<file path="config.mk">
export PLATFORM = sky130hd
export DESIGN_NAME = qpsk_pair_mapper
export DESIGN_NICKNAME = d
export VERILOG_FILES = /design/src/rtl/qpsk_pair_mapper.sv
export SDC_FILE = /design/constraint.sdc
export NUM_CORES = 1
export LEC_CHECK = 0
export BUFFER_PORTS_ARGS = -buffer_cell sky130_fd_sc_hd__buf_4
export CAP_MARGIN = 15
export CELL_PAD_IN_SITES_DETAIL_PLACEMENT = 1
export CELL_PAD_IN_SITES_GLOBAL_PLACEMENT = 2
export CORE_MARGIN = 5
export CORE_UTILIZATION = 31
export DETAILED_ROUTE_END_ITERATION = 7
export GPL_ROUTABILITY_DRIVEN = 0
export PLACE_DENSITY = 0.81
export SYNTH_ARGS = -nofsm -noshare
export SYNTH_HDL_FRONTEND = slang
export SYNTH_SLANG_ARGS = --single-unit
</file>
<file path="constraint.sdc">
create_clock -name clk -period 5 [get_ports clk]
set_clock_uncertainty 0.2 [all_clocks]
set_input_delay 0.75 -clock clk [delete_from_list [all_inputs] [get_ports clk]]
set_output_delay 0.75 -clock clk [all_outputs]
set_load 0.05 [all_outputs]
</file>
<file path="src/rtl/qpsk_pair_mapper.sv">
module qpsk_pair_mapper #(
  parameter int SYM_DIV  = 4,
  parameter int SAMPLE_W = 8,
  parameter int AMP      = 127
) (
  input  logic                       clk,
  input  logic                       rst,
  input  logic                       in_valid,
  output logic                       in_ready,
  input  logic [7:0]                 in_data,
  output logic                       out_valid,
  output logic signed [SAMPLE_W-1:0] out_i,
  output logic signed [SAMPLE_W-1:0] out_q
);
  localparam int CW = (SYM_DIV > 1) ? $clog2(SYM_DIV) : 1;
  localparam logic signed [SAMPLE_W-1:0] POS = SAMPLE_W'(AMP);
  localparam logic signed [SAMPLE_W-1:0] NEG = SAMPLE_W'(-AMP);

  logic          busy;
  logic [7:0]    sh;
  logic [1:0]    idx;
  logic [CW-1:0] cnt;
  logic          emit, last, in_fire;

  assign emit     = busy && (cnt == CW'(SYM_DIV - 1));
  assign last     = emit && (idx == 2'd3);
  assign in_ready = !busy || last;
  assign in_fire  = in_valid && in_ready;

  always_ff @(posedge clk) begin
    if (rst) begin
      busy      <= 1'b0;
      sh        <= '0;
      idx       <= '0;
      cnt       <= '0;
      out_valid <= 1'b0;
      out_i     <= '0;
      out_q     <= '0;
    end else begin
      out_valid <= emit;
      out_i     <= emit ? (sh[7] ? NEG : POS) : '0;
      out_q     <= emit ? (sh[6] ? NEG : POS) : '0;
      if (in_fire) begin
        busy <= 1'b1;
        sh   <= in_data;
        idx  <= '0;
        cnt  <= '0;
      end else if (emit) begin
        sh  <= {sh[5:0], 2'b00};
        idx <= idx + 2'd1;
        cnt <= '0;
        if (last) busy <= 1'b0;
      end else if (busy) begin
        cnt <= cnt + 1'b1;
      end
    end
  end

  p_idle_zero_r6: assert property (@(posedge clk) disable iff (rst)
    !out_valid |-> (out_i == '0 && out_q == '0));

  p_levels_r2: assert property (@(posedge clk) disable iff (rst)
    out_valid |-> ((out_i == POS || out_i == NEG) && (out_q == POS || out_q == NEG)));

  p_reset_clear_r7: assert property (@(posedge clk)
    rst |=> (!out_valid && in_ready && out_i == '0 && out_q == '0));

  p_accept_blocks_r4: assert property (@(posedge clk) disable iff (rst)
    (in_valid && in_ready) |=> !in_ready);

  generate
    if (SYM_DIV > 1) begin : g_pulse
      p_single_strobe_r3: assert property (@(posedge clk) disable iff (rst)
        out_valid |=> !out_valid);
    end
  endgenerate
endmodule

</file>
==> out/results.tsv, run 1 <==
stage	metric	value	unit
setup_path	critical_path.endpoint_type	output pin	
cells_and_area	mostFrequentLayoutCells	28 x sky130_fd_sc_hd__buf_4, 19 x sky130_fd_sc_hd__dfxtp_1, 8 x sky130_fd_sc_hd__inv_1	
clock_tree	cts.sink_count	19	
clock_tree	cts-buffers-inserted	3	
clock_tree	ctsHoldBuffers	0	
setup_path	cpPeakStageDelay	380	ps
sta	layout_setup_ws	2460	ps
placed_design	dpl-instance-area	1010	um^2
cells_and_area	drive_gt1_share	38.8	%
setup_path	criticalPathCategory	reg2out	
pwr	pwrdens	264	nW/um^2
drt	finalWirelength	1890	um
grt	first_pass_grt_wire_length	3370	um
grt	grt-ovfl-total	0	
grt	grt_max_degree	18	
placed_design	portBuffers	28	
sta	fin_tns_setup	0	ps
synthesis	synth.yosys.warnings	0	
sta	slew_viol_final	0	
sta	fmaxAchievable	0.393	GHz
synthesis	synth_mux_area_share	1.11	%
die	design.die.area	4090	um^2
synthesis	synth_compound_gate_area_share	19.9	%
synthesis	post_synthesis_share_of_cell_area_spent_on_full_adders_half_adders_and_majority_gates	2.77	%
placed_design	detailedPlace.worstSlack	2800	ps
placed_design	detailedPlacementHpwl	1420	um
setup_path	cpMaxStageDelayCell	sky130_fd_sc_hd__dfxtp_1	
drt	route.detailed.drc	0	
drt	drt-wirelength-per-cell	14.1	um
sta	hold_viol_final	0	
job	drv.max_cap_violation_count	0	
setup_path	timing.critical_path.fanout_max	10	
drt	first_iter_violations	12	
die	die_boundary_height	64.0	um
setup_path	cp_data_arrival_time	1590	ps
clock_tree	clk_latency	300	ps
drt	count_of_antenna_violating_nets_left_after_detailed_routing	0	
die	start_util	32.5	%
synthesis	yosys.area_share.simple	14.5	%
sta	tightest_slew	508	ps
die	chipWidth	64.0	um
synthesis	mapped_cells	90	
cells_and_area	n_antenna_cell	0	
drt	drt-pass1-iter-count	4	
cells_and_area	layout.cell_area.non_filler	1040	um^2
clock_tree	cts_htree_levels	1	
placed_design	placed_cells	130	
cells_and_area	stdcell_count	134	
cells_and_area	num-fill-cells	313	
die	io_pins	29	
grt	antenna_found_initial	0	
sta	report.final.setup_viol	0	
synthesis	yosysUniqueCellTypes	25	
drt	route.detailed.vias_per_inst	4.97	
sta	relSlewSlack	66.1	%
synthesis	syn-cell-area	903	um^2
drt	route.vias.total	666	
clock_tree	cts_post_setup_buffers_inserted	0	
clock_tree	clock_tree_from_tritoncts	yes	
clock_tree	post_cts_resized	0	
cells_and_area	layout_commonest_cell	sky130_fd_sc_hd__buf_4	
clock_tree	clock_tree.buffer_depth	2	
pwr	vdd.ir_drop.worst	0.000102	V
hold_path	worst_hold_path_type	reg2reg	
sta	finalCriticalPeriod	2540	ps
synthesis	yosysSeqAreaShare	42.1	%
sta	fin_crit_sh	50.8	%
clock_tree	ctsRootBufferMaster	sky130_fd_sc_hd__clkbuf_4	
cells_and_area	flow.area_growth_from_synthesis	15.2	%
setup_path	crit_path_start_kind	flip-flop	
grt	grt_use_total	10.3	%
outcome	run_status	complete, no violations	
cells_and_area	nets	117	
synthesis	synth_seq_cells	19	
die	core_region_area	2780	um^2
die	std_cell_rows	19	
grt	first_global_vias	725	
setup_path	worstPathRequired	4050	ps
synthesis	postSynthNetCount	103	
synthesis	synth-xor-area-share	0.970	%
synthesis	combinational_family_with_the_most_area_after_synthesis	compound AO/OA/AOI/OAI gates	
clock_tree	cts.clk_slew.worst_paths	110	ps
setup_path	path_cells	ha_1 > a21bo_1 > buf_4	
synthesis	synth_area_per_cell	10.0	um^2
pwr	leakage	0.000504	uW
sta	rsz0062_at_grt	no	
## power by group
part / internal, uW / switching, uW / leakage (uW)
sequential: 158 / 4.68 / 0.000155
clock: 31.1 / 47.5 / 0.0000150
combinational: 16.1 / 17.8 / 0.000333
total: 205 / 70.0 / 0.000504
## logic make-up after synthesis
group / after synthesis
AOI/OAI and AO/OA: 19
DFF: 19
buffers and inverters: 27
adders and majority gates: 2
xor gates and xnor gates: 1
muxes: 1
and+or+nand+nor: 21
## through the flow
step | power (uW) | utilization [%] | hold slack, ps
floorplan | 191 | - | 217
global placement | 199 | 36.5 | 255
detailed placement | 200 | 36.5 | 256
CTS | 281 | 37.4 | 275
global route | 291 | 37.4 | 293
finish | 275 | 37.4 | 274
## synthesized netlist by cell type
master,number,area share (%)
sky130_fd_sc_hd__a32o_1,2,2.2
sky130_fd_sc_hd__dfxtp_1,19,42
sky130_fd_sc_hd__nor3_1,2,1.1
sky130_fd_sc_hd__buf_4,11,9.1
sky130_fd_sc_hd__and3_1,6,4.2
sky130_fd_sc_hd__and2_4,1,0.97
sky130_fd_sc_hd__mux2i_1,1,1.1
sky130_fd_sc_hd__a31oi_1,2,1.4
sky130_fd_sc_hd__a21oi_1,2,1.1
sky130_fd_sc_hd__a21bo_1,1,1.1
sky130_fd_sc_hd__inv_1,8,3.3
sky130_fd_sc_hd__buf_6,3,3.7
sky130_fd_sc_hd__clkbuf_1,2,0.83
sky130_fd_sc_hd__a221oi_1,6,5.8
sky130_fd_sc_hd__ha_1,2,2.8
sky130_fd_sc_hd__a211oi_2,6,8.3
sky130_fd_sc_hd__nor3_2,2,2.2
sky130_fd_sc_hd__xor2_1,1,0.97
sky130_fd_sc_hd__buf_2,2,1.1
sky130_fd_sc_hd__nand2_1,1,0.42
sky130_fd_sc_hd__and2_1,2,1.4
sky130_fd_sc_hd__and3b_1,1,0.97
sky130_fd_sc_hd__nor2_1,4,1.7
sky130_fd_sc_hd__buf_1,1,0.42
sky130_fd_sc_hd__nor3b_1,2,1.7
## registers in the layout (all words and copies together), names as in the netlist
register	cells
out_q	2
out_i	3
idx	2
out_valid	1
busy	1
cnt	2
sh	8
## worst paths after layout
| check | from | to | slack (ps) | cells past startpoint |
|---|---|---|---|---|
| hold / removal | sh[7] | out_i[6] | 270 | 1 |
| hold reg to reg | sh[7] | out_i[6] | 270 | 1 |
| setup / recovery | cnt[0] | in_ready | 2460 | 3 |
| setup reg to reg | cnt[0] | sh[5] | 3100 | 4 |
## routing by layer
layer  share of wire (%)  track usage (%)  up-vias
met5                   0                0        -
met2                  45             16.0       28
met1                  44             12.0      305
met4                 2.0             6.23        0
li1                    -                -      329
met3                 8.8             3.85        4
## critical path, delay by kind of cell, from the launching register on
kind                     cells  cell delay, ps
adder cells (fa/ha/maj)      1             330
buffers and inverters        1             260
AO/OA/AOI/OAI                1             330
flip-flops                   1             380
## area by class of cell
cell class              count  area, um^2  share of cell area, %
well taps                  31        38.8                   3.73
repair buffers             28         210                   20.2
flip-flops and latches     19         380                   36.5
clock buffers               4        26.3                   2.52
inverters                   8        30.0                   2.88
multi-input cells          44         355                   34.1
No activity file was read; power rests on OpenSTA's default activity.
==> inputs of run 2 (changes only) <==
CORE_UTILIZATION = 29   (was 31)
PLACE_DENSITY = 0.76   (was 0.81)
clock period = 2.52 ns   (was 5 ns; I/O delays follow)
==> run 2 against run 1 <==
Against the previous run:
- clock-buffer cell count down 1
- critical endpoint unchanged
- largest cell class unchanged
- clock power grew 93%
- die area up 5.8%
- via count is 1.4% higher
- core utilization fell by 2.5 points
- first-iteration DRC count is 17% lower
- power increased by 97%
- critical path depth is the same
- highest routed layer unchanged
==> out/results.tsv, run 2 (same netlist as run 1, synthesis figures left out) <==
stage	metric	value	unit
outcome	run_status	complete, no violations	
grt	first_global_vias	717	
cells_and_area	biggestRegsByFlops	sh: 8 flops, out_i: 3 flops	
drt	first_iter_violations	10	
pwr	pwrdens	511	nW/um^2
drt	drt-pass1-iter-count	3	
clock_tree	clock_tree_from_tritoncts	yes	
cells_and_area	largest_register	sh	
cells_and_area	nets	117	
setup_path	crit_path_start_kind	flip-flop	
pwr	power_frac_clock	28.1	%
drt	route.detailed.drc	0	
grt	grt-ovfl-total	0	
clock_tree	ctsHoldBuffers	0	
placed_design	detailedPlace.worstSlack	607	ps
sta	fin_crit_sh	86.4	%
grt	grt_use_total	9.26	%
sta	layout_setup_ws	342	ps
pwr	leakage	0.000506	uW
job	drv.max_cap_violation_count	0	
placed_design	portBuffers	28	
clock_tree	cts_post_setup_buffers_inserted	0	
sta	tightest_slew	486	ps
pwr	totalPowerFinal	541	uW
clock_tree	clk_latency	290	ps
cells_and_area	num-fill-cells	352	
drt	drt-wirelength-per-cell	12.3	um
hold_path	worst_hold_path_type	in2reg	
clock_tree	clock_tree.buffer_depth	2	
cells_and_area	drive_gt1_share	39.8	%
sta	hold_viol_final	0	
pwr	power.net_switching	137	uW
sta	rsz0062_at_grt	no	
cells_and_area	mostFrequentLayoutCells	28 x sky130_fd_sc_hd__buf_4, 19 x sky130_fd_sc_hd__dfxtp_1, 8 x sky130_fd_sc_hd__inv_1	
setup_path	worstPathRequired	1940	ps
clock_tree	cts-buffers-inserted	3	
sta	finalCriticalPeriod	2180	ps
pwr	internal_power	404	uW
setup_path	criticalPathCategory	reg2out	
sta	slew_viol_final	0	
die	std_cell_rows	20	
drt	route.vias.total	675	
cells_and_area	number_of_flip_flops_under_the_largest_register_name	8	
die	start_util	29.8	%
sta	report.final.setup_viol	0	
drt	finalWirelength	1800	um
grt	antenna_found_initial	0	
setup_path	timing.critical_path.fanout_max	10	
cells_and_area	n_antenna_cell	0	
sta	fmaxAchievable	0.459	GHz
cells_and_area	layout_commonest_cell	sky130_fd_sc_hd__buf_4	
grt	grt_max_degree	18	
clock_tree	cts_htree_levels	1	
pwr	seq_power_share	59.4	%
sta	fin_tns_setup	0	ps
sta	relSlewSlack	67.5	%
clock_tree	cts.sink_count	19	
grt	first_pass_grt_wire_length	3150	um
pwr	combPwrFrac	12.5	%
die	design.die.area	4330	um^2
drt	count_of_antenna_violating_nets_left_after_detailed_routing	0	
cells_and_area	flow.area_growth_from_synthesis	17.2	%
setup_path	cp_data_arrival_time	1600	ps
die	core_region_area	3030	um^2
clock_tree	ctsRootBufferMaster	sky130_fd_sc_hd__clkbuf_4	
pwr	vdd.ir_drop.worst	0.000274	V
die	io_pins	29	
drt	route.detailed.vias_per_inst	4.59	
placed_design	detailedPlacementHpwl	1390	um
clock_tree	post_cts_resized	0	
cells_and_area	postLayoutCoreUtil	35.0	%
clock_tree	cts.clk_slew.worst_paths	110	ps
die	die_boundary_height	65.8	um
pwr	switching_share	25.4	%
die	chipWidth	65.8	um
setup_path	critical_path.endpoint_type	output pin	
## run 2: cell count changes in the layout (fill, tap and decap cells not counted)
cell / change
sky130_fd_sc_hd__clkinv_2: +1
sky130_fd_sc_hd__clkbuf_1: -1
## run 2: final timing paths
| path | slack, ps | endpoint | startpoint | cells after the start |
|---|---|---|---|---|
| worst max-delay path | 340 | in_ready | cnt[0] | 3 |
| worst min-delay path | 90 | sh[1] | in_data[1] | 2 |
| worst max register to register | 590 | sh[5] | cnt[0] | 4 |
| worst min register to register | 260 | out_q[6] | sh[6] | 1 |
## run 2: power by group through the flow
stage	registers [uW]	logic [uW]	clock network, uW
finish	322	67.6	152
global route	324	76.6	176
CTS	322	69.3	163
detailed placement	328	69.3	0
global placement	328	67.3	0
floorplan	325	55.1	0
## run 2: critical path, cell delays in order (launching register included)
cell                      delay, ps
sky130_fd_sc_hd__dfxtp_1        380
sky130_fd_sc_hd__ha_1           320
sky130_fd_sc_hd__a21bo_1        330
sky130_fd_sc_hd__buf_4          260
## run 2: area by class of cell
type                    instances  area, um^2  area share (%)
flip-flops and latches         19         380            35.9
multi-input cells              44         355            33.6
repair buffers                 28         210            19.9
well taps                      44        55.1            5.20
inverters                       8        30.0            2.84
clock buffers                   3        22.5            2.13
clock inverters                 1        5.00           0.473
## run 2: layer usage
metal,vias up,track usage [%],wire (um)
met1,314,9.98,764
met2,30,16.4,820
met3,2,4.59,209
li1,329,-,-
met5,-,0,0
met4,0,1.55,7
## run 2: metrics by stage
step	hold WS (ps)	instances	cell area, um^2
final	94.6	147	1060
after global routing	88.0	147	1060
after floorplan	217	90	903
after detailed placement	246	143	1030
after global placement	246	143	1030
after CTS	88.0	147	1060
==> inputs of run 3 (changes only) <==
CELL_PAD_IN_SITES_DETAIL_PLACEMENT = 0   (was 1)
CELL_PAD_IN_SITES_GLOBAL_PLACEMENT = 1   (was 2)
CORE_MARGIN = default   (was 5)
CORE_UTILIZATION = 36   (was 29)
==> run 3 against run 2 <==
Against the previous run:
- clock-buffer cell count grew 1
- sequential share of layout area grew 0.74 points
- power shrank 0.65%
- die area shrank 37%
- setup slack lost 5.7 ps
- critical endpoint unchanged
==> out/results.tsv, run 3 (same netlist as run 1, synthesis figures left out) <==
stage	metric	value	unit
sta	tightest_slew	502	ps
hold_path	worst_hold_path_type	in2reg	
drt	count_of_antenna_violating_nets_left_after_detailed_routing	0	
job	drv.max_cap_violation_count	0	
clock_tree	clock_tree.buffer_depth	2	
setup_path	path_cells	ha_1 > a21bo_1 > buf_4	
setup_path	criticalPathCategory	reg2out	
sta	hold_viol_final	0	
clock_tree	clock_tree_from_tritoncts	yes	
pwr	pwrdens	518	nW/um^2
grt	grt_max_degree	18	
placed_design	placed_cells	127	
grt	antenna_found_initial	0	
sta	relSlewSlack	66.5	%
drt	drt-wirelength-per-cell	11.4	um
clock_tree	cts-buffers-inserted	3	
grt	grt-ovfl-total	0	
setup_path	cp_data_arrival_time	1610	ps
setup_path	cpPeakStageDelay	370	ps
cells_and_area	nets	117	
cells_and_area	n_antenna_cell	0	
sta	finalCriticalPeriod	2180	ps
outcome	run_status	complete, no violations	
clock_tree	clk_latency	290	ps
clock_tree	ctsRootBufferMaster	sky130_fd_sc_hd__clkbuf_4	
setup_path	cp_top_family	flip-flops	
die	core_region_area	2300	um^2
placed_design	detailedPlacementHpwl	1090	um
drt	met2WireLength	668	um
grt	grt_use_total	12.9	%
cells_and_area	stdcell_count	131	
drt	met3_wirelength	130	um
cells_and_area	drive_gt1_share	38.8	%
setup_path	crit_path_start_kind	flip-flop	
drt	route.detailed.drc	0	
drt	finalWirelength	1500	um
clock_tree	cts.clk_slew.worst_paths	100	ps
cells_and_area	flow.area_growth_from_synthesis	14.8	%
drt	route.detailed.vias_per_inst	4.97	
clock_tree	cts_post_setup_buffers_inserted	0	
clock_tree	cts.sink_count	19	
drt	met1_length	685	um
die	die_boundary_height	52.1	um
setup_path	crit_buf_inv	1	
drt	route.vias.total	651	
placed_design	portBuffers	28	
die	std_cell_rows	17	
setup_path	worstPathRequired	1940	ps
cells_and_area	biggestRegsByFlops	sh: 8 flops, out_i: 3 flops	
grt	first_pass_grt_wire_length	2530	um
drt	first_iter_violations	16	
die	design.die.area	2710	um^2
drt	drt-pass1-iter-count	4	
grt	first_global_vias	567	
setup_path	critical_path.endpoint_type	output pin	
sta	report.final.setup_viol	0	
cells_and_area	layout_commonest_cell	sky130_fd_sc_hd__buf_4	
setup_path	timing.critical_path.fanout_max	10	
pwr	vdd.ir_drop.worst	0.000381	V
die	io_pins	29	
sta	rsz0062_at_grt	no	
sta	fmaxAchievable	0.458	GHz
sta	slew_viol_final	0	
clock_tree	ctsHoldBuffers	0	
sta	fin_tns_setup	0	ps
cells_and_area	mostFrequentLayoutCells	28 x sky130_fd_sc_hd__buf_4, 19 x sky130_fd_sc_hd__dfxtp_1, 8 x sky130_fd_sc_hd__inv_1	
drt	highest_layer	met4	
clock_tree	post_cts_resized	0	
die	chipWidth	52.1	um
die	start_util	39.3	%
setup_path	cpMaxStageDelayCell	sky130_fd_sc_hd__dfxtp_1	
clock_tree	cts_htree_levels	1	
sta	fin_crit_sh	86.6	%
cells_and_area	largest_register	sh	
pwr	leakage	0.000504	uW
cells_and_area	num-fill-cells	235	
cells_and_area	number_of_flip_flops_under_the_largest_register_name	8	
[run 3: cell type report]
class | instances | area [um^2] | area share [%]
clock buffer | 4 | 26.3 | 2.53
inverter | 8 | 30.0 | 2.90
multi-input combinational | 44 | 355 | 34.3
sequential | 19 | 380 | 36.7
tap | 28 | 35.0 | 3.38
timing repair buffer | 28 | 210 | 20.3
[run 3: worst register-to-register path, cell delays in order (launching register included)]
cell,delay (ps)
sky130_fd_sc_hd__dfxtp_1,370
sky130_fd_sc_hd__ha_1,330
sky130_fd_sc_hd__nand2_1,370
sky130_fd_sc_hd__a221oi_1,440
sky130_fd_sc_hd__a211oi_2,80
[run 3: routing by layer]
layer,up-vias,global-route usage (%)
li1,332,-
met4,0,5.41
met3,2,5.85
met2,29,20.1
met1,288,15.2
met5,-,0
[run 3: metrics by stage]
stage	worst slack, ps	power (uW)	util (%)	instance area, um^2	hold slack, ps
final	337	538	45.2	1040	89.5
after global routing	240	569	45.2	1040	76.8
after CTS	346	547	45.2	1040	75.7
after detailed placement	660	396	44.0	1010	248
after global placement	733	395	44.0	1010	247
after floorplan	816	380	-	903	217
[run 3: final timing paths]
path | startpoint | endpoint | slack [ps] | cells after the start
worst max-delay path | cnt[0] | in_ready | 340 | 3
worst max register to register | cnt[0] | sh[3] | 610 | 4
worst min-delay path | in_data[0] | sh[0] | 90 | 2
worst min register to register | sh[7] | out_i[6] | 270 | 1
[run 3: report_power, final]
group	switching (uW)	internal, uW	total, uW
logic	35.1	32.0	67.1
clock network	87.4	61.6	149
registers	8.94	313	322
